## src/rtl/swo_pkg.sv

```systemverilog
package swo_pkg;
  typedef enum logic {
    SRC_MAIN = 1'b0,
    SRC_BATT = 1'b1
  } src_e;

  typedef struct packed {
    logic vcc_low;
    logic vcc_over;
    logic bat_over;
    logic pf_ok;
  } flags_t;

  localparam int unsigned FLAG_W = $bits(flags_t);
endpackage

```

## src/rtl/swo_sync.sv

```systemverilog
module swo_sync #(
  parameter int unsigned WIDTH  = 4,
  parameter int unsigned STAGES = 2
) (
  input  logic             clk_i,
  input  logic             rst_ni,
  input  logic [WIDTH-1:0] d_i,
  output logic [WIDTH-1:0] q_o
);
  if (STAGES == 0) begin : g_bypass
    assign q_o = d_i;
  end else begin : g_chain
    logic [WIDTH-1:0] stg_q [STAGES];
    for (genvar i = 0; i < STAGES; i++) begin : g_stage
      if (i == 0) begin : g_first
        always_ff @(posedge clk_i or negedge rst_ni) begin
          if (!rst_ni) stg_q[i] <= '0;
          else         stg_q[i] <= d_i;
        end
      end else begin : g_next
        always_ff @(posedge clk_i or negedge rst_ni) begin
          if (!rst_ni) stg_q[i] <= '0;
          else         stg_q[i] <= stg_q[i-1];
        end
      end
    end
    assign q_o = stg_q[STAGES-1];
  end
endmodule

```

## src/rtl/swo_select.sv

```systemverilog
module swo_select
  import swo_pkg::*;
(
  input  logic   clk_i,
  input  logic   rst_ni,
  input  flags_t flags_i,
  output src_e   sel_d_o,
  output src_e   sel_q_o
);
  src_e sel_d, sel_q;

  // Priority: supply ok wins; inside the hysteresis window (or with inconsistent flags) hold.
  always_comb begin
    sel_d = sel_q;
    if (!flags_i.vcc_low)                           sel_d = SRC_MAIN;
    else if (flags_i.bat_over && !flags_i.vcc_over) sel_d = SRC_BATT;
    else if (flags_i.vcc_over && !flags_i.bat_over) sel_d = SRC_MAIN;
  end

  always_ff @(posedge clk_i or negedge rst_ni) begin
    if (!rst_ni) sel_q <= SRC_MAIN;
    else         sel_q <= sel_d;
  end

  assign sel_d_o = sel_d;
  assign sel_q_o = sel_q;
endmodule

```

## src/rtl/swo_sequencer.sv

```systemverilog
module swo_sequencer
  import swo_pkg::*;
#(
  parameter int unsigned DEAD_CYCLES = 1
) (
  input  logic clk_i,
  input  logic rst_ni,
  input  src_e sel_d_i,
  input  src_e sel_q_i,
  output logic sw_main_o,
  output logic sw_batt_o
);
  localparam int unsigned CNT_W = (DEAD_CYCLES < 1) ? 1 : $clog2(DEAD_CYCLES + 1);
  localparam logic [CNT_W-1:0] DEAD_LOAD = CNT_W'(DEAD_CYCLES);

  logic [CNT_W-1:0] dead_q, dead_d;
  logic             change;
  logic             main_q, batt_q;

  assign change = (sel_d_i != sel_q_i);

  always_comb begin
    if (change)           dead_d = DEAD_LOAD;
    else if (dead_q != 0) dead_d = dead_q - 1'b1;
    else                  dead_d = '0;
  end

  always_ff @(posedge clk_i or negedge rst_ni) begin
    if (!rst_ni) begin
      dead_q <= '0;
      main_q <= 1'b1;
      batt_q <= 1'b0;
    end else begin
      dead_q <= dead_d;
      main_q <= (dead_d == 0) && (sel_d_i == SRC_MAIN);
      batt_q <= (dead_d == 0) && (sel_d_i == SRC_BATT);
    end
  end

  assign sw_main_o = main_q;
  assign sw_batt_o = batt_q;
endmodule

```

## src/rtl/swo_gating.sv

```systemverilog
module swo_gating
  import swo_pkg::*;
(
  input  src_e sel_q_i,
  input  logic pf_ok_i,
  output logic backup_o,
  output logic pfo_o,
  output logic pfcmp_en_o,
  output logic wdog_en_o,
  output logic rst_hold_o
);
  logic in_backup;
  assign in_backup  = (sel_q_i == SRC_BATT);
  assign backup_o   = in_backup;
  assign pfo_o      = pf_ok_i & ~in_backup;
  assign pfcmp_en_o = ~in_backup;
  assign wdog_en_o  = ~in_backup;
  assign rst_hold_o = in_backup;
endmodule

```

## src/rtl/supply_switchover_ctrl.sv

```systemverilog
module supply_switchover_ctrl
  import swo_pkg::*;
#(
  parameter int unsigned SYNC_STAGES = 2,
  parameter int unsigned DEAD_CYCLES = 1
) (
  input  logic clk_i,
  input  logic rst_ni,
  input  logic vcc_low_i,
  input  logic vcc_over_bat_i,
  input  logic bat_over_vcc_i,
  input  logic pf_ok_i,
  output logic sw_main_o,
  output logic sw_batt_o,
  output logic backup_o,
  output logic pfo_o,
  output logic pfcmp_en_o,
  output logic wdog_en_o,
  output logic rst_hold_o
);
  flags_t flags_raw, flags_s;
  src_e   sel_d, sel_q;
  logic   vcc_low_s, vcc_over_s, bat_over_s;

  assign flags_raw = '{vcc_low: vcc_low_i, vcc_over: vcc_over_bat_i,
                       bat_over: bat_over_vcc_i, pf_ok: pf_ok_i};

  swo_sync #(.WIDTH(FLAG_W), .STAGES(SYNC_STAGES)) u_sync (
    .clk_i (clk_i),
    .rst_ni(rst_ni),
    .d_i   (flags_raw),
    .q_o   (flags_s)
  );

  assign vcc_low_s  = flags_s.vcc_low;
  assign vcc_over_s = flags_s.vcc_over;
  assign bat_over_s = flags_s.bat_over;

  swo_select u_select (
    .clk_i  (clk_i),
    .rst_ni (rst_ni),
    .flags_i(flags_s),
    .sel_d_o(sel_d),
    .sel_q_o(sel_q)
  );

  swo_sequencer #(.DEAD_CYCLES(DEAD_CYCLES)) u_seq (
    .clk_i    (clk_i),
    .rst_ni   (rst_ni),
    .sel_d_i  (sel_d),
    .sel_q_i  (sel_q),
    .sw_main_o(sw_main_o),
    .sw_batt_o(sw_batt_o)
  );

  swo_gating u_gate (
    .sel_q_i   (sel_q),
    .pf_ok_i   (flags_s.pf_ok),
    .backup_o  (backup_o),
    .pfo_o     (pfo_o),
    .pfcmp_en_o(pfcmp_en_o),
    .wdog_en_o (wdog_en_o),
    .rst_hold_o(rst_hold_o)
  );
endmodule

```

## config.mk

```make
export PLATFORM = sky130hd
export DESIGN_NAME = supply_switchover_ctrl
export DESIGN_NICKNAME = d
export VERILOG_FILES = /design/src/rtl/swo_pkg.sv /design/src/rtl/swo_sync.sv /design/src/rtl/swo_select.sv /design/src/rtl/swo_sequencer.sv /design/src/rtl/swo_gating.sv /design/src/rtl/supply_switchover_ctrl.sv
export SDC_FILE = /design/constraint.sdc
export NUM_CORES = 1
export LEC_CHECK = 0
export BUFFER_PORTS_ARGS = -buffer_cell sky130_fd_sc_hd__clkbuf_2
export CORE_AREA = 2 2 39 41
export CTS_CLUSTER_DIAMETER = 150
export CTS_CLUSTER_SIZE = 16
export DETAILED_ROUTE_END_ITERATION = 7
export DIE_AREA = 0 0 41 43
export GPL_TIMING_DRIVEN = 0
export RECOVER_POWER = 100
export REMOVE_ABC_BUFFERS = 1
export SETUP_SLACK_MARGIN = 0.15
export SYNTH_ARGS = -nofsm -noshare
export SYNTH_HDL_FRONTEND = slang
export SYNTH_SLANG_ARGS = --single-unit
export TNS_END_PERCENT = 50
```

## constraint.sdc

```tcl
create_clock -name clk_i -period 1 [get_ports clk_i]
set_input_delay 0.05 -clock clk_i [delete_from_list [all_inputs] [get_ports clk_i]]
set_output_delay 0.05 -clock clk_i [all_outputs]
set_load 0.01 [all_outputs]
```

==> summary.md, run 1 <==
| Metric | Value |
|---|---|
| Power Density | 1680 nW/um^2 |
| Startpoint Class | flop |
| Vias per cell | 3.78 |
| Register area share after synthesis | 0.807 |
| Largest net degree at the start of global routing | 12 |
| Clk root buf | clkbuf_4 |
| Setup Skew | 2.73 ps |
| DRT Wirelength | 553 um |
| Worst path slowest cell | dfrtp_2 |
| Final Setup Violations | 3 |
| Non-filler cells, final | 59 |
| Tmin final | 1020 ps |
| Vias in the first global route | 231 |
| Max-slew headroom | 0.635 |
| Post-synth EDFFs | 0 |
| Share of cells above drive strength 1 | 0.442 |
| CTS Buffer Depth | 2 |
| Critical path cell sequence | and2b_2, buf_6 |
| Mapped cell area | 343 sq um |
| CP bufs+invs | 1 |
| Final hold vios | 0 |
| Max cap viols | 0 |
| Clk sink count | 11 |
| Grt met2 use | 0.116 |
| Synth warn | 0 |
| Layout area overhead | 50.0% |
| Failing checks | negative setup slack |
| Crit path launch | u_select.sel_q_o |
| Fin. max-slew vios | 0 |
| Outcome | complete, but fails checks |
| Count of cell types in the netlist | 10 |
| H-tree level count | 1 |
| Reg-to-reg setup timing slack | about 20 ps |
| RSZ-0062 raised after global routing | yes |
| Initial Util | 0.248 |
| FF-to-FF Start | u_select.sel_q_o |
| Cell taking the most area after synthesis | dfrtp_1 |
| Initial antenna violation count | 0 |
| Syn_area_per_cell | roughly 16 sq um |
| GRT Util Overall | 0.0762 |
| Max frequency | 984 MHz |
| I/O Buffers | 12 |
| Reg2Reg Depth | 4 |
| Family with the most delay on the worst path | flip-flops |
| Chip Width | 41 um |
| 1st-iter DRT viols | 1 |
| First-pass GRT wire length | between 800 and 900 um |
| Top-count cell post-synth | dfrtp_1 |
| Top cells by count, synth | 10 x dfrtp_1, 2 x buf_4, 2 x inv_1 |
| Register bit total from synthesis | 11 |
| Placed Cells | 47 |
| Routed length per placed instance | 9.37 um |
| Least-Margin Pin Slew | 547 ps |
| FP Rows | 14 |
| Crit share post-route | 1.02 |
| Setup crit end kind | output port |
| Worst setup path endpoint | pfo_o |
| Chip height | between 40 and 50 um |
| WHS | 286 ps |
| Crit-path max cell delay | roughly 400 ps |
| TritonCTS clock tree | built |
| Peak VDD IR | roughly 0.73 mV |
| Clk pin slew, worst setup/hold paths | around 70 ps |
| Asr flop ratio synth | 1.00 |
| GRT met3 Usage | 0.0314 |
| Top post-synthesis cells by area | dfrtp_1 73%, dfstp_2 7.7%, buf_4 4.4% |
| Post-Synthesis Cells | 21 |
| Most used routing layer | met2 |
| Worst EP arrival | a little under 1000 ps |
| Ports | 13 |
| Setup Crit Path Kind | flop to output port |
| Worst min path class | input pin to async pin |
| GRT overflow | 0 |
| CTS Buf Count | 3 |
| Leakage | approximately 0.25 nW |
| Residual DRC | 0 |
| ANT cells | 0 |
| Post-synth top area share | 0.730 |
| Router iterations before antenna repair | 2 |
| Final WS setup | -16.2 ps |
| Worst EP required | 950 ps |
| Levels on crit path | 2 |
| Worst-path fanout max | 3 |
| Area of the core | 1380 sq um |
| DRT antenna net count | 0 |
| Die area | 1760 sq um |
| # nets final | 50 |
| RR Endpoint | u_select.sel_q_o |
| Met1 GRT Util | 0.0769 |
| DR vias | roughly 220 |
| Worst-skew pair later-pin latency | 260 ps |
| Final Wtd Congestion | approximately 0.59 |
| Synth Flop Type | dfrtp_1 |
[area by class of cell]
cell class | count | area [sq um]
Tap cell | 16 | 20.0
Sequential cell | 11 | 278
Clock buffer | 4 | 26.3
Timing Repair Buffer | 20 | 139
Inverter | 2 | 7.51
Multi-Input combinational cell | 6 | 43.8
Fill cell | 139 | 870
[through the flow]
stage	setup TNS, ps	total power [mW]	worst slack (ps)	area, sq um	utilization
after global routing	-211	0.919	-61.2	514	0.372
after CTS	-92.7	0.877	-43.8	508	0.367
after detailed placement	0	0.551	143	408	0.295
after global placement	0	0.547	166	408	0.295
final	-20.6	0.866	-16.2	514	0.372
after floorplan	0	0.513	175	328	-
[cell usage in the layout, fill, tap and decap left out, types with 2 or more instances in the layout]
master,netlist,final
buf_2,0,2
buf_4,2,2
buf_6,0,2
clkbuf_1,0,4
clkbuf_2,0,6
clkbuf_4,0,3
dfrtp_1,10,9
dlygate4sd3_1,0,5
[registers in the layout (all words and copies together), names as in the netlist]
name,count
u_sync.g_chain.stg_q,4
u_select.sel_q_o,1
u_seq.sw_batt_o,1
u_sync.q_o,4
u_seq.sw_main_o,1
[routing by layer]
layer | vias to the layer above | routed length [um] | part of all wire
met5 | - | 0 | 0
met4 | 0 | 0 | 0
met1 | 102 | 207 | 0.37
met3 | 0 | 43 | 0.078
li1 | 108 | - | -
met2 | 13 | 302 | 0.55
[cells by family after synthesis]
family,count (synthesis),synth area share
AOI/OAI and AO/OA,4,0.0913
buffers and inverters,4,0.0657
DFF,11,0.807
and+or+nand+nor,2,0.0365
[where the power goes]
group / total [mW] / leakage [nW] / internal (mW) / switching, mW
Combinational: 0.0919 / 0.110 / 0.0520 / 0.0399
Clock: 0.293 / 0.0150 / 0.154 / 0.139
Sequential: 0.481 / 0.129 / 0.471 / 0.00932
[worst min-delay path by stage]
stage | from | to | slack [ps] | depth (start not counted)
floorplan | rst_ni | u_select.sel_q_o | -250 | 0
global placement | rst_ni | u_select.sel_q_o | -70 | 1
detailed placement | rst_ni | u_seq.sw_batt_o | -70 | 1
CTS | rst_ni | u_seq.sw_batt_o | 190 | 2
global route | rst_ni | u_seq.sw_batt_o | 340 | 2
finish | rst_ni | u_seq.sw_batt_o | 290 | 2
[what timing repair did]
action | CTS | global route
resized for setup | 2 | 8
endpoints found under the hold margin | 15 | 0
setup endpoints to repair | 6 | 9
hold buffers | 5 | 0
pin swaps | 2 | 0
buffers inserted | 3 | 0
(Power assumes the default switching activity.)
==> run 2: changes to the inputs <==
==> constraint.sdc (replaced) <==
create_clock -name clk_i -period 1 [get_ports clk_i]
set_input_delay 0 -clock clk_i [delete_from_list [all_inputs] [get_ports clk_i]]
set_output_delay 0 -clock clk_i [all_outputs]
set_load 0.01 [all_outputs]
==> run 2 against run 1 <==
  * First-iteration DRC count is the same
  * Non-clock buffer count grew 1
  * Utilization grew 2.0 points
  * Highest routed layer unchanged
  * Die area is the same
  * Global-route usage grew 0.10 points
  * Critical path type is now flop to flop
  * Sequential power is essentially flat
  * Largest power group unchanged
  * The flow now finishes without violations
  * Sequential share of layout area shrank 2.7 points
  * Clock skew is essentially flat
  * Clock power is essentially flat
  * Hold slack lost 45 ps
  * Critical endpoint is now u_select.sel_q_o
==> summary.md, run 2 (synthesis results as in run 1) <==
| Metric | Value |
|---|---|
| Setup crit end kind | flop |
| Worst min path class | input pin to async pin |
| DP Area | 408 sq um (unchanged) |
| Multi-input logic area | 43.8 sq um (unchanged) |
| Reg2Reg Depth | 4 (unchanged) |
| Max-slew headroom | 0.632 (-0.00316) |
| First-pass GRT wire length | 848 um (+1.7%) |
| Final hold vios | 0 (unchanged) |
| Fill cells | 133 (-4.3%) |
| Pwr Total | 881 uW (+1.8%) |
| Layout area overhead | 58.0% |
| Least-Margin Pin Slew | 552 ps (+4.74 ps) |
| Fin. max-slew vios | 0 (unchanged) |
| Tmin final | 981 ps (-35.4 ps) |
| Chip height | 43 um (unchanged) |
| Peak VDD IR | 0.738 mV (+1.2%) |
| Area of the core | 1380 sq um (unchanged) |
| DR vias | 231 (+3.6%) |
| Startpoint Class | flop |
| Leakage | 0.268 nW (+5.6%) |
| Initial Util | 0.248 (unchanged) |
| DRT Wirelength | 577 um (+4.3%) |
| GRT overflow | 0 (unchanged) |
| Final Setup Violations | 0 (-3) |
| Storage cell area | 278 sq um (unchanged) |
| DRT antenna net count | 0 (unchanged) |
| Clk pin slew, worst setup/hold paths | 70 ps (about the same) |
| ANT cells | 0 (unchanged) |
| Clk root buf | clkbuf_4 |
| Largest net degree at the start of global routing | 12 (unchanged) |
| Setup Skew | 2.77 ps (+0.0405 ps) |
| Die area | 1760 sq um (unchanged) |
| Max frequency | 1020 MHz (+3.6%) |
| Commonest non-fill, non-tap cells in the layout | 9 x dfrtp_1, 5 x dlygate4sd3_1, 5 x buf_4 |
| Final Wtd Congestion | 0.588 (unchanged) |
| RSZ-0062 raised after global routing | yes |
| Worst-path fanout max | 4 (+1) |
| Final instance area | 542 sq um (+5.4%) |
| Vias in the first global route | 233 (+0.87%) |
| Router iterations before antenna repair | 2 (unchanged) |
| FF-to-FF Start | u_select.sel_q_o |
| CTS Buffer Depth | 2 (unchanged) |
| Share of cells above drive strength 1 | 0.455 (+0.0127) |
| Crit share post-route | 0.981 (-0.0354) |
| H-tree level count | 1 (unchanged) |
| Commonest non-fill, non-tap cell in the layout | dfrtp_1 |
| Worst-skew pair later-pin latency | 260 ps (about the same) |
| Final WS setup | 19.2 ps (+35.4 ps) |
| Power Density | 1630 nW/um^2 (-3.4%) |
| Outcome | completed |
| Setup Crit Path Kind | flop to flop |
| Max cap viols | 0 (unchanged) |
| Worst EP arrival | 1130 ps (+160 ps) |
| Crit path launch | u_select.sel_q_o |
| 1st-iter DRT viols | 1 (unchanged) |
| Worst EP required | 1140 ps (+190 ps) |
| FP Rows | 14 (unchanged) |
| Clk sink count | 11 (unchanged) |
| Residual DRC | 0 (unchanged) |
| Initial antenna violation count | 0 (unchanged) |
| Ports | 13 (unchanged) |
| Routed length per placed instance | 9.62 um (+2.6%) |
| I/O Buffers | 12 (unchanged) |
| Chip Width | 41 um (unchanged) |
| Pre-CTS setup slack | 191 ps (+48.6 ps) |
| Vias per cell | 3.85 (+1.9%) |
| GRT Util Overall | 0.0772 (+0.00102) |
| # nets final | 51 (+2.0%) |
| TritonCTS clock tree | built |
| CTS Buf Count | 3 (unchanged) |
run 2: final timing paths:
kind | slack [ps] | to
setup / recovery | 20 | u_select.sel_q_o
min in group clk_i | 350 | u_sync.q_o[1]
hold / removal | 240 | u_seq.sw_batt_o
setup reg to reg | 20 | u_select.sel_q_o
hold reg to reg | 350 | u_sync.q_o[1]
max in group asynchronous | 360 | u_select.sel_q_o
run 2: worst max-delay path, cell delays in order, from the launching register on:
cell      delay, ps
dfrtp_2         410
buf_4           130
buf_4           130
o21bai_1        110
a21boi_1         70
run 2: area by class of cell:
class / instances / share of cell area
well taps: 16 / 0.0370
inverters: 2 / 0.0185
multi-input cells: 6 / 0.0808
clock buffers: 4 / 0.0485
flip-flops and latches: 11 / 0.513
repair buffers: 21 / 0.303
run 2: where the power goes:
part           switching [mW]  total (mW)  internal, mW
Sequential             0.0100       0.481         0.471
Combinational          0.0428       0.106        0.0637
Clock                   0.139       0.293         0.154
run 2: metrics by stage:
stage / hold slack [ps] / utilization / setup TNS (ps) / instances
5_1_grt: 305 / 0.392 / -41.7 / 60
6_report: 241 / 0.392 / 0 / 60
2_1_floorplan: -296 / - / 0 / 19
4_1_cts: 141 / 0.367 / -14.3 / 59
3_3_place_gp: -123 / 0.295 / 0 / 47
3_5_place_dp: -116 / 0.295 / 0 / 47
run 2: metal layers:
| metal | routed length [um] | vias up | track usage |
|---|---|---|---|
| met5 | 0 | - | 0 |
| met4 | 0 | 0 | 0.0600 |
| met3 | 39 | 0 | 0.0314 |
| met2 | 326 | 13 | 0.119 |
| met1 | 211 | 108 | 0.0769 |
| li1 | - | 110 | - |
run 2: what timing repair did:
item,in CTS,in global routing
hold buffers,5,0
hold endpoints to repair,15,0
resized for setup,2,13
setup endpoints to repair,6,7
setup buffers,3,1
pin swaps,2,0
cloned,0,0
